<file path="src/rtl/colgen_pkg.sv">
package colgen_pkg;

  // Longest burst is 2**MAX_LEN_LOG beats
  localparam int MAX_LEN_LOG = 4;
  localparam int LEN_LOG_W   = 3;

  typedef enum logic {
    ORDER_SEQ = 1'b0,
    ORDER_XOR = 1'b1
  } order_e;

  typedef struct packed {
    logic [LEN_LOG_W-1:0] len_log;  // log2 of burst length
    order_e               order;
    logic [1:0]           lat;      // CAS latency in clocks
  } mode_t;

  localparam mode_t MODE_RESET = '{len_log: 3'd1, order: ORDER_SEQ, lat: 2'd3};

  // Length code equals log2(length) for the legal codes 1..4
  function automatic logic len_code_ok(input logic [2:0] code);
    return (code >= 3'd1) && (code <= 3'd4);
  endfunction

  function automatic logic lat_code_ok(input logic [2:0] code);
    return (code == 3'd2) || (code == 3'd3);
  endfunction

endpackage

</file>
<file path="src/rtl/colgen_mode_reg.sv">
module colgen_mode_reg
  import colgen_pkg::*;
#(
  parameter int BA_W = 2
) (
  input  logic            clk,
  input  logic            rst_n,
  input  logic            wr_req,
  input  logic [BA_W-1:0] bank,
  input  logic            idle,
  input  logic [6:0]      code,
  output mode_t           mode_o,
  output logic            err_o
);

  mode_t mode_q;
  logic  err_q;
  logic  wr_ok;
  logic  len_ok;
  logic  lat_ok;

  assign wr_ok  = wr_req && (bank == '0) && idle;
  assign len_ok = len_code_ok(code[2:0]);
  assign lat_ok = lat_code_ok(code[6:4]);

  always_ff @(posedge clk or negedge rst_n) begin
    if (!rst_n) begin
      mode_q <= MODE_RESET;
      err_q  <= 1'b0;
    end else if (wr_ok) begin
      if (len_ok) mode_q.len_log <= code[2:0];
      mode_q.order <= order_e'(code[3]);
      if (lat_ok) mode_q.lat <= code[5:4];
      if (!len_ok || !lat_ok) err_q <= 1'b1;
    end
  end

  assign mode_o = mode_q;
  assign err_o  = err_q;

  // no accepted write, no change
  a_r1_ignore_write: assert property (@(posedge clk) disable iff (!rst_n)
    !(wr_req && (bank == '0) && idle) |=> $stable(mode_o));

  // error flag never clears
  a_r5_err_sticky: assert property (@(posedge clk) disable iff (!rst_n)
    err_o |=> err_o);

  // latency always one of the legal values
  a_r4_lat_legal: assert property (@(posedge clk) disable iff (!rst_n)
    (mode_o.lat == 2'd2) || (mode_o.lat == 2'd3));

  // a reserved length code keeps the old length
  a_r5_len_kept: assert property (@(posedge clk) disable iff (!rst_n)
    (wr_ok && !len_code_ok(code[2:0])) |=> $stable(mode_o.len_log) && err_o);

endmodule

</file>
<file path="src/rtl/colgen_beat_seq.sv">
module colgen_beat_seq
  import colgen_pkg::*;
#(
  parameter int BEAT_W = MAX_LEN_LOG
) (
  input  logic                 clk,
  input  logic                 rst_n,
  input  logic                 start,
  input  logic [LEN_LOG_W-1:0] len_log,
  input  logic                 ready,
  output logic                 active_o,
  output logic [BEAT_W-1:0]    beat_o,
  output logic [BEAT_W-1:0]    mask_o,
  output logic                 last_o
);

  logic                 active_q;
  logic [BEAT_W-1:0]    beat_q;
  logic [LEN_LOG_W-1:0] len_q;
  logic [BEAT_W:0]      span;
  logic [BEAT_W:0]      span_m1;

  assign span    = (BEAT_W+1)'(1) << len_q;
  assign span_m1 = span - (BEAT_W+1)'(1);
  assign mask_o  = span_m1[BEAT_W-1:0];
  assign last_o  = active_q && (beat_q == mask_o);

  always_ff @(posedge clk or negedge rst_n) begin
    if (!rst_n) begin
      active_q <= 1'b0;
      beat_q   <= '0;
      len_q    <= LEN_LOG_W'(1);
    end else if (start) begin
      active_q <= 1'b1;
      beat_q   <= '0;
      len_q    <= len_log;
    end else if (active_q && ready) begin
      if (last_o) begin
        active_q <= 1'b0;
        beat_q   <= '0;
      end else begin
        beat_q <= beat_q + 1'b1;
      end
    end
  end

  assign active_o = active_q;
  assign beat_o   = beat_q;

  // stalled beat holds
  a_r9_hold_on_stall: assert property (@(posedge clk) disable iff (!rst_n)
    (active_o && !ready && !start) |=> active_o && $stable(beat_o));

  // stream ends after accepted last beat
  a_r8_end_after_last: assert property (@(posedge clk) disable iff (!rst_n)
    (last_o && ready && !start) |=> !active_o);

  // a start always lands on beat zero
  a_r10_restart_zero: assert property (@(posedge clk) disable iff (!rst_n)
    start |=> active_o && (beat_o == '0));

endmodule

</file>
<file path="src/rtl/colgen_addr_map.sv">
module colgen_addr_map
  import colgen_pkg::*;
#(
  parameter int COL_W  = 10,
  parameter int BEAT_W = MAX_LEN_LOG
) (
  input  logic [COL_W-1:0]  base,
  input  logic [BEAT_W-1:0] beat,
  input  logic [BEAT_W-1:0] mask,
  input  order_e            order,
  output logic [COL_W-1:0]  col
);

  logic [BEAT_W-1:0] low_seq;
  logic [BEAT_W-1:0] low_xor;
  logic [BEAT_W-1:0] low_sel;

  assign low_seq = base[BEAT_W-1:0] + beat;
  assign low_xor = base[BEAT_W-1:0] ^ beat;
  assign low_sel = (order == ORDER_XOR) ? low_xor : low_seq;

  for (genvar g = 0; g < COL_W; g++) begin : g_bit
    if (g < BEAT_W) begin : g_low
      assign col[g] = mask[g] ? low_sel[g] : base[g];
    end else begin : g_high
      assign col[g] = base[g];
    end
  end

endmodule

</file>
<file path="src/rtl/burst_colgen.sv">
module burst_colgen
  import colgen_pkg::*;
#(
  parameter int COL_W  = 10,
  parameter int ADDR_W = 13,
  parameter int BA_W   = 2
) (
  input  logic              clk,
  input  logic              rst_n,
  input  logic              mrs_en,
  input  logic [BA_W-1:0]   bank_addr,
  input  logic [ADDR_W-1:0] addr,
  input  logic              banks_idle,
  input  logic              burst_start,
  input  logic [COL_W-1:0]  start_col,
  input  logic              col_ready,
  output logic              col_valid,
  output logic [COL_W-1:0]  col_addr,
  output logic              col_last,
  output logic [1:0]        cas_lat,
  output logic              mode_err
);

  localparam int BEAT_W = MAX_LEN_LOG;

  mode_t             mode;
  logic [COL_W-1:0]  base_q;
  order_e            order_q;
  logic [BEAT_W-1:0] beat;
  logic [BEAT_W-1:0] mask;
  logic [COL_W-1:0]  mask_ext;

  colgen_mode_reg #(.BA_W(BA_W)) u_mode (
    .clk    (clk),
    .rst_n  (rst_n),
    .wr_req (mrs_en),
    .bank   (bank_addr),
    .idle   (banks_idle),
    .code   (addr[6:0]),
    .mode_o (mode),
    .err_o  (mode_err)
  );

  always_ff @(posedge clk or negedge rst_n) begin
    if (!rst_n) begin
      base_q  <= '0;
      order_q <= ORDER_SEQ;
    end else if (burst_start) begin
      base_q  <= start_col;
      order_q <= mode.order;
    end
  end

  colgen_beat_seq #(.BEAT_W(BEAT_W)) u_seq (
    .clk      (clk),
    .rst_n    (rst_n),
    .start    (burst_start),
    .len_log  (mode.len_log),
    .ready    (col_ready),
    .active_o (col_valid),
    .beat_o   (beat),
    .mask_o   (mask),
    .last_o   (col_last)
  );

  colgen_addr_map #(.COL_W(COL_W), .BEAT_W(BEAT_W)) u_map (
    .base  (base_q),
    .beat  (beat),
    .mask  (mask),
    .order (order_q),
    .col   (col_addr)
  );

  assign cas_lat  = mode.lat;
  assign mask_ext = COL_W'(mask);

  // upper column bits fixed across the beats of one burst
  a_r6_upper_fixed: assert property (@(posedge clk) disable iff (!rst_n)
    (col_valid && !burst_start) |=>
      (!col_valid || ((col_addr & ~mask_ext) == $past(col_addr & ~mask_ext))));

  // stalled output holds at the port
  a_r9_port_stable: assert property (@(posedge clk) disable iff (!rst_n)
    (col_valid && !col_ready && !burst_start) |=>
      col_valid && $stable(col_addr) && $stable(col_last));

endmodule

</file>
<file path="config.mk">
export PLATFORM = sky130hd
export DESIGN_NAME = burst_colgen
export DESIGN_NICKNAME = d
export VERILOG_FILES = /design/src/rtl/colgen_pkg.sv /design/src/rtl/colgen_mode_reg.sv /design/src/rtl/colgen_beat_seq.sv /design/src/rtl/colgen_addr_map.sv /design/src/rtl/burst_colgen.sv
export SDC_FILE = /design/constraint.sdc
export NUM_CORES = 1
export LEC_CHECK = 0
export CAP_MARGIN = 10
export CELL_PAD_IN_SITES_DETAIL_PLACEMENT = 1
export CELL_PAD_IN_SITES_GLOBAL_PLACEMENT = 1
export CORE_UTILIZATION = 50
export CTS_CLUSTER_DIAMETER = 150
export CTS_CLUSTER_SIZE = 40
export DETAILED_ROUTE_END_ITERATION = 7
export DONT_BUFFER_PORTS = 1
export PLACE_DENSITY = 0.88
export SLEW_MARGIN = 20
export SYNTH_ARGS = -nofsm -noshare
export SYNTH_HDL_FRONTEND = slang
export SYNTH_SLANG_ARGS = --single-unit
</file>
<file path="constraint.sdc">
create_clock -name clk -period 4.01 [get_ports clk]
set_input_delay 0.401 -clock clk [delete_from_list [all_inputs] [get_ports clk]]
set_output_delay 0.401 -clock clk [all_outputs]
set_load 0.01 [all_outputs]
</file>
Word level (Yosys, flattened, before mapping)

Index checks and enable logic that the tools add are counted.

Reductions and logical operators: 16
$add $sub $neg: 3
$lt $le $gt $ge: 2
Muxes and demuxes: 11
Shift-type cells: 1
Equal/unequal tests: 3
Bitwise gates (word level): 1

Operators by type and width:

| operator                                                           | number |
|---|---|
| two-way mux 4 bit                                                  | 4 |
| AND reduction 2 bit                                                | 4 |
| two-way mux 1 bit                                                  | 7 |
| == test 3 x 2 -> 1 bit (second input constant)                     | 2 |
| logical AND 1 bit                                                  | 5 |
| adder 4 x 1 -> 4 bit (second input constant)                       | 1 |
| adder 4 bit                                                        | 1 |
| == test 4 bit                                                      | 1 |
| nonzero test 2 bit                                                 | 2 |
| << shifter 1 x 3 -> 4 bit (first input constant)                   | 1 |
| subtractor 4 x 1 -> 4 bit (second input constant)                  | 1 |
| XOR 4 bit                                                          | 1 |
| greater-or-equal comparator 3 x 1 -> 1 bit (second input constant) | 1 |
| <= comparator 3 bit (second input constant)                        | 1 |
| zero test 1 bit                                                    | 2 |
| zero test 2 bit                                                    | 1 |
| logical OR 1 bit                                                   | 2 |

Output and inout bits: 15
Logic and storage cells: 46
Input port bits: 31
Register bits: 26

Depth between registers and ports, before layout

Word-level depth: 7
Depth in mapped cells: 7
Depth with buffers taken out: 7

Hierarchy

Synthesis repeated with hierarchy kept, for this count alone.

Cell total of the unflattened synthesis: 126
Area total of the unflattened synthesis: 1520.2 um2

Modules (own cells, without submodules):

| module          | cells each | area each (um2) | times used | sequential area each (um2) |
|---|---|---|---|---|
| colgen_beat_seq | 43         | 491.7           | 1          | 201.4 |
| burst_colgen    | 23         | 447.9           | 1          | 275.3 |
| colgen_mode_reg | 32         | 374.1           | 1          | 178.9 |
| colgen_addr_map | 28         | 206.4           | 1          | 0.0 |

Worst setup path before layout

OpenSTA, ideal clock, no wires.

Path type: register to output
From: register u_seq.len_q[1]
To: output port col_last
Cell stages (with the launch flop): 6
Arrival: 1.662 ns
Path buffers: 0
Data required time: 3.609 ns
Path slack: 1.947 ns
Path through: dfrtp_1 -> or3_2 -> ha_1 -> xor2_1 -> nand3_1 -> a21oi_4

Cells in the longest elaborated chain, start to end: 4

Ends and longest elaborated chain:

| element                   | line                  | source |
|---|---|---|
| from (decl)               | colgen_beat_seq.sv:19 | `logic [LEN_LOG_W-1:0] len_q;` |
| from (signal assigned)    | colgen_beat_seq.sv:36 | `len_q <= len_log;` |
| << shifter 1 x 3 -> 4 bit | colgen_beat_seq.sv:23 | `assign span = (BEAT_W+1)'(1) << len_q;` |
| subtractor 4 x 1 -> 4 bit | colgen_beat_seq.sv:24 | `assign span_m1 = span - (BEAT_W+1)'(1);` |
| == test 4 bit             | colgen_beat_seq.sv:26 | `assign last_o = active_q && (beat_q == mask_o);` |
| logical AND 1 bit         | colgen_beat_seq.sv:26 |  |
| to (decl)                 | burst_colgen.sv:19    | `output logic col_last,` |

Every way passes these cells.

Final worst setup path

Same ends and word-level chain as after synthesis.

==> impl_metrics.yaml <==
run_status:
  status: "complete, no violations"
pwr:
  leakagePower_uw: 0.000590
  cellPowerDensity_nw_per_um2: 497
  ir_worst_vdd_mv: 0.333
  internal_power_uw: 468
  combPwrFrac_pct: 29.3
  p_switching_uw: 233
  power_frac_seq_pct: 52.2
  p_sw_share_pct: 33.2
  power.share.clock_pct: 18.4
drt:
  totalWireLength_um: 2620
  firstDrtPassIters: 2
  drc: 0
  ant_nets: 0
  drt-vias-per-instance: 5.91
  vias: 863
  avgRoutedWirePerCell_um: 17.9
  first_iter_violations: 3
sta:
  final_max_slew_viol_count: 0
  clock.fmax_mhz: 381
  fin_skew_ns: 0.00225
  fin_ws_ns: 1.39
  rsz0062_at_grt: "no"
  relSlewSlack_pct: 72.0
  finalSetupTns_ns: 0
  finalSetupViolCount: 0
  hold_viol_final: 0
  fin_crit_sh_pct: 65.4
  worst_pin_slew_ns: 0.416
  whs_ns: 0.143
  period_minus_slack_ns: 2.62
logic_synthesis:
  avgSynthCellArea_um2: 11.4
  yosysUniqueCellTypes: 30
  yosys_warnings: 0
  netlist_area_um2: 1380
  synth-seq-cells: 26
  syn-num-nets: 158
  seq_area_frac_synth_pct: 47.5
  syn_inst: 121
grt:
  grt_antenna_before_repair: 0
  grt_pass1_vias: 930
  grt_max_degree: 27
  overflow: 0
  grt_pass1_wl_um: 4320
  groute.usage.overall_pct: 21.2
min_path:
  hold_path_depth: 1
  holdCritStartpoint: "burst_start"
  holdCritPathClass: "input port to flop"
critical_path:
  startpoint: "u_seq.len_q[1]"
  required_ns: 3.61
  end_kind: "primary output"
  start_kind: "flop"
  worst-setup-path-type: "flop to primary output"
  r2r_start: "u_seq.len_q[1]"
  arrival_ns: 2.22
  crit_fanout: 6
  reg2regPathDepth: 6
clock_network:
  cts_sinks: 26
  cts_max_level: 1
  clockRootBuffer: "clkbuf_4"
  ctsResizeCount: 0
  cts_buffers: 3
  cts.clk_slew.worst_paths_ns: 0.14
  cts_tree: "done"
  insertion_delay_ns: 0.31
  hold_buffers: 2
  post_cts_buffers: 0
  cts_buffer_depth: 2
finish:
  area_growth_pct: 2.36
  fin_util_pct: 55.5
  fin_nets: 154
  layout-drive-gt1-share_pct: 26.7
  antenna_cells: 0
  final.fill_count: 272
place:
  globalplace.congestion: 0.827
  port_buffers: 0
  post-place-ws_ns: 1.76
  place_hpwl_um: 2000
floorplan:
  rows: 18
  die_area_um2: 2970
  core-area_um2: 2540
  start_util_pct: 54.2
  die_width_um: 54.5
  ios: 46
  fp.dieH_um: 54.5
job:
  drv_cap: 0
-- final timing paths --
check | to | slack, ns
max | col_last | 1.39
min | u_seq.beat_o[3] | 0.14
max reg2reg | u_seq.beat_o[2] | 1.86
min reg2reg | u_seq.len_q[2] | 0.53
max in group asynchronous | u_mode.mode_o[0] | 3.28
min in group asynchronous | base_q[1] | 0.50
-- cell usage after synthesis --
master    count  share of area [%]
o21ai_0       3                1.1
clkbuf_1      3               0.82
xnor2_1       4                2.5
o22ai_1       1               0.45
nand2b_1      1               0.45
nor2b_1       1               0.45
xor2_1        4                2.5
nand3_1       3                1.1
a21oi_1       1               0.36
dfstp_2       4                7.6
ha_1          5                4.5
o32ai_1       1               0.64
o31a_1        1               0.64
a21o_1        3                1.6
a31oi_1       1               0.45
nor4_1        1               0.45
and2_1        1               0.45
mux2_2       20                 16
nor3_1        1               0.36
or4_1         1               0.54
dfrtp_1      22                 40
fa_1          1                1.5
buf_4         8                4.4
a21oi_4       1                1.2
nor2_1        8                2.2
nand4_1       2               0.91
a211oi_1      4                2.2
inv_1         4                1.1
nand2_1      10                2.7
or3_2         1               0.54
-- final cells by class --
class	instances	area (um2)	share of cell area, %
repair buffers	2	30.0	2.13
clock buffers	4	36.3	2.57
well taps	30	37.5	2.66
inverters	4	15.0	1.06
flip-flops and latches	26	656	46.5
multi-input cells	80	637	45.1
-- worst max-delay path, cell delays in order, from the launching register on --
cell and delay [ns]:
dfrtp_1 0.46, or3_2 0.50, ha_1 0.37, xor2_1 0.18, nand3_1 0.15, a21oi_4 0.26
-- kinds of logic (layout without fill, tap and decap cells) --
logic type               Yosys count  after routing  share of synthesized area [%]
XOR/XNOR                           8              8                           5.08
AND/OR/NAND/NOR                   30             30                           10.2
flip-flops                        26             26                           47.5
AO/OA/AOI/OAI                     16             16                           8.62
adder cells (fa/ha/maj)            6              6                           5.99
multiplexers                      20             20                           16.3
buffers and inverters             15             10                           6.26
-- power groups by stage --
stage | sequential (uW) | clock (uW) | combinational (uW)
global placement | 368 | 0 | 185
floorplan | 350 | 0 | 191
CTS | 368 | 136 | 207
global route | 376 | 145 | 231
finish | 366 | 129 | 206
detailed placement | 372 | 0 | 197
-- routing by layer --
layer  global-route usage, %  wire (um)  vias to the layer above
met5                       0          0                        -
met3                    4.17        109                        2
met1                    23.2       1060                      435
met2                    40.4       1430                       22
met4                    6.41         17                        0
li1                        -          -                      404
-- stage by stage --
step,area (um2),std cells,total power (uW)
6_report,1410,146,701
4_1_cts,1410,146,710
2_1_floorplan,1380,121,541
3_5_place_dp,1350,140,569
3_3_place_gp,1350,140,554
5_1_grt,1410,146,753
-- cells in the final DEF (no fill, tap or decap), types with 2 or more instances in the layout --
master / Yosys / routed
a211oi_1: 4 / 4
a21o_1: 3 / 3
clkbuf_4: 0 / 3
dfrtp_1: 22 / 22
dfstp_2: 4 / 4
ha_1: 5 / 5
inv_1: 4 / 4
mux2_2: 20 / 20
nand2_1: 10 / 10
nand3_1: 3 / 3
nand4_1: 2 / 2
nor2_1: 8 / 8
o21ai_0: 3 / 3
xnor2_1: 4 / 4
xor2_1: 4 / 4
-- flip-flops by register name, summed over array words and instances (netlist names) --
register        count
base_q             10
u_mode.mode_o       6
u_seq.beat_o        4
u_seq.len_q         3
order_q             1
u_mode.err_o        1
u_seq.active_o      1
No activity file was read; power rests on OpenSTA's default activity.
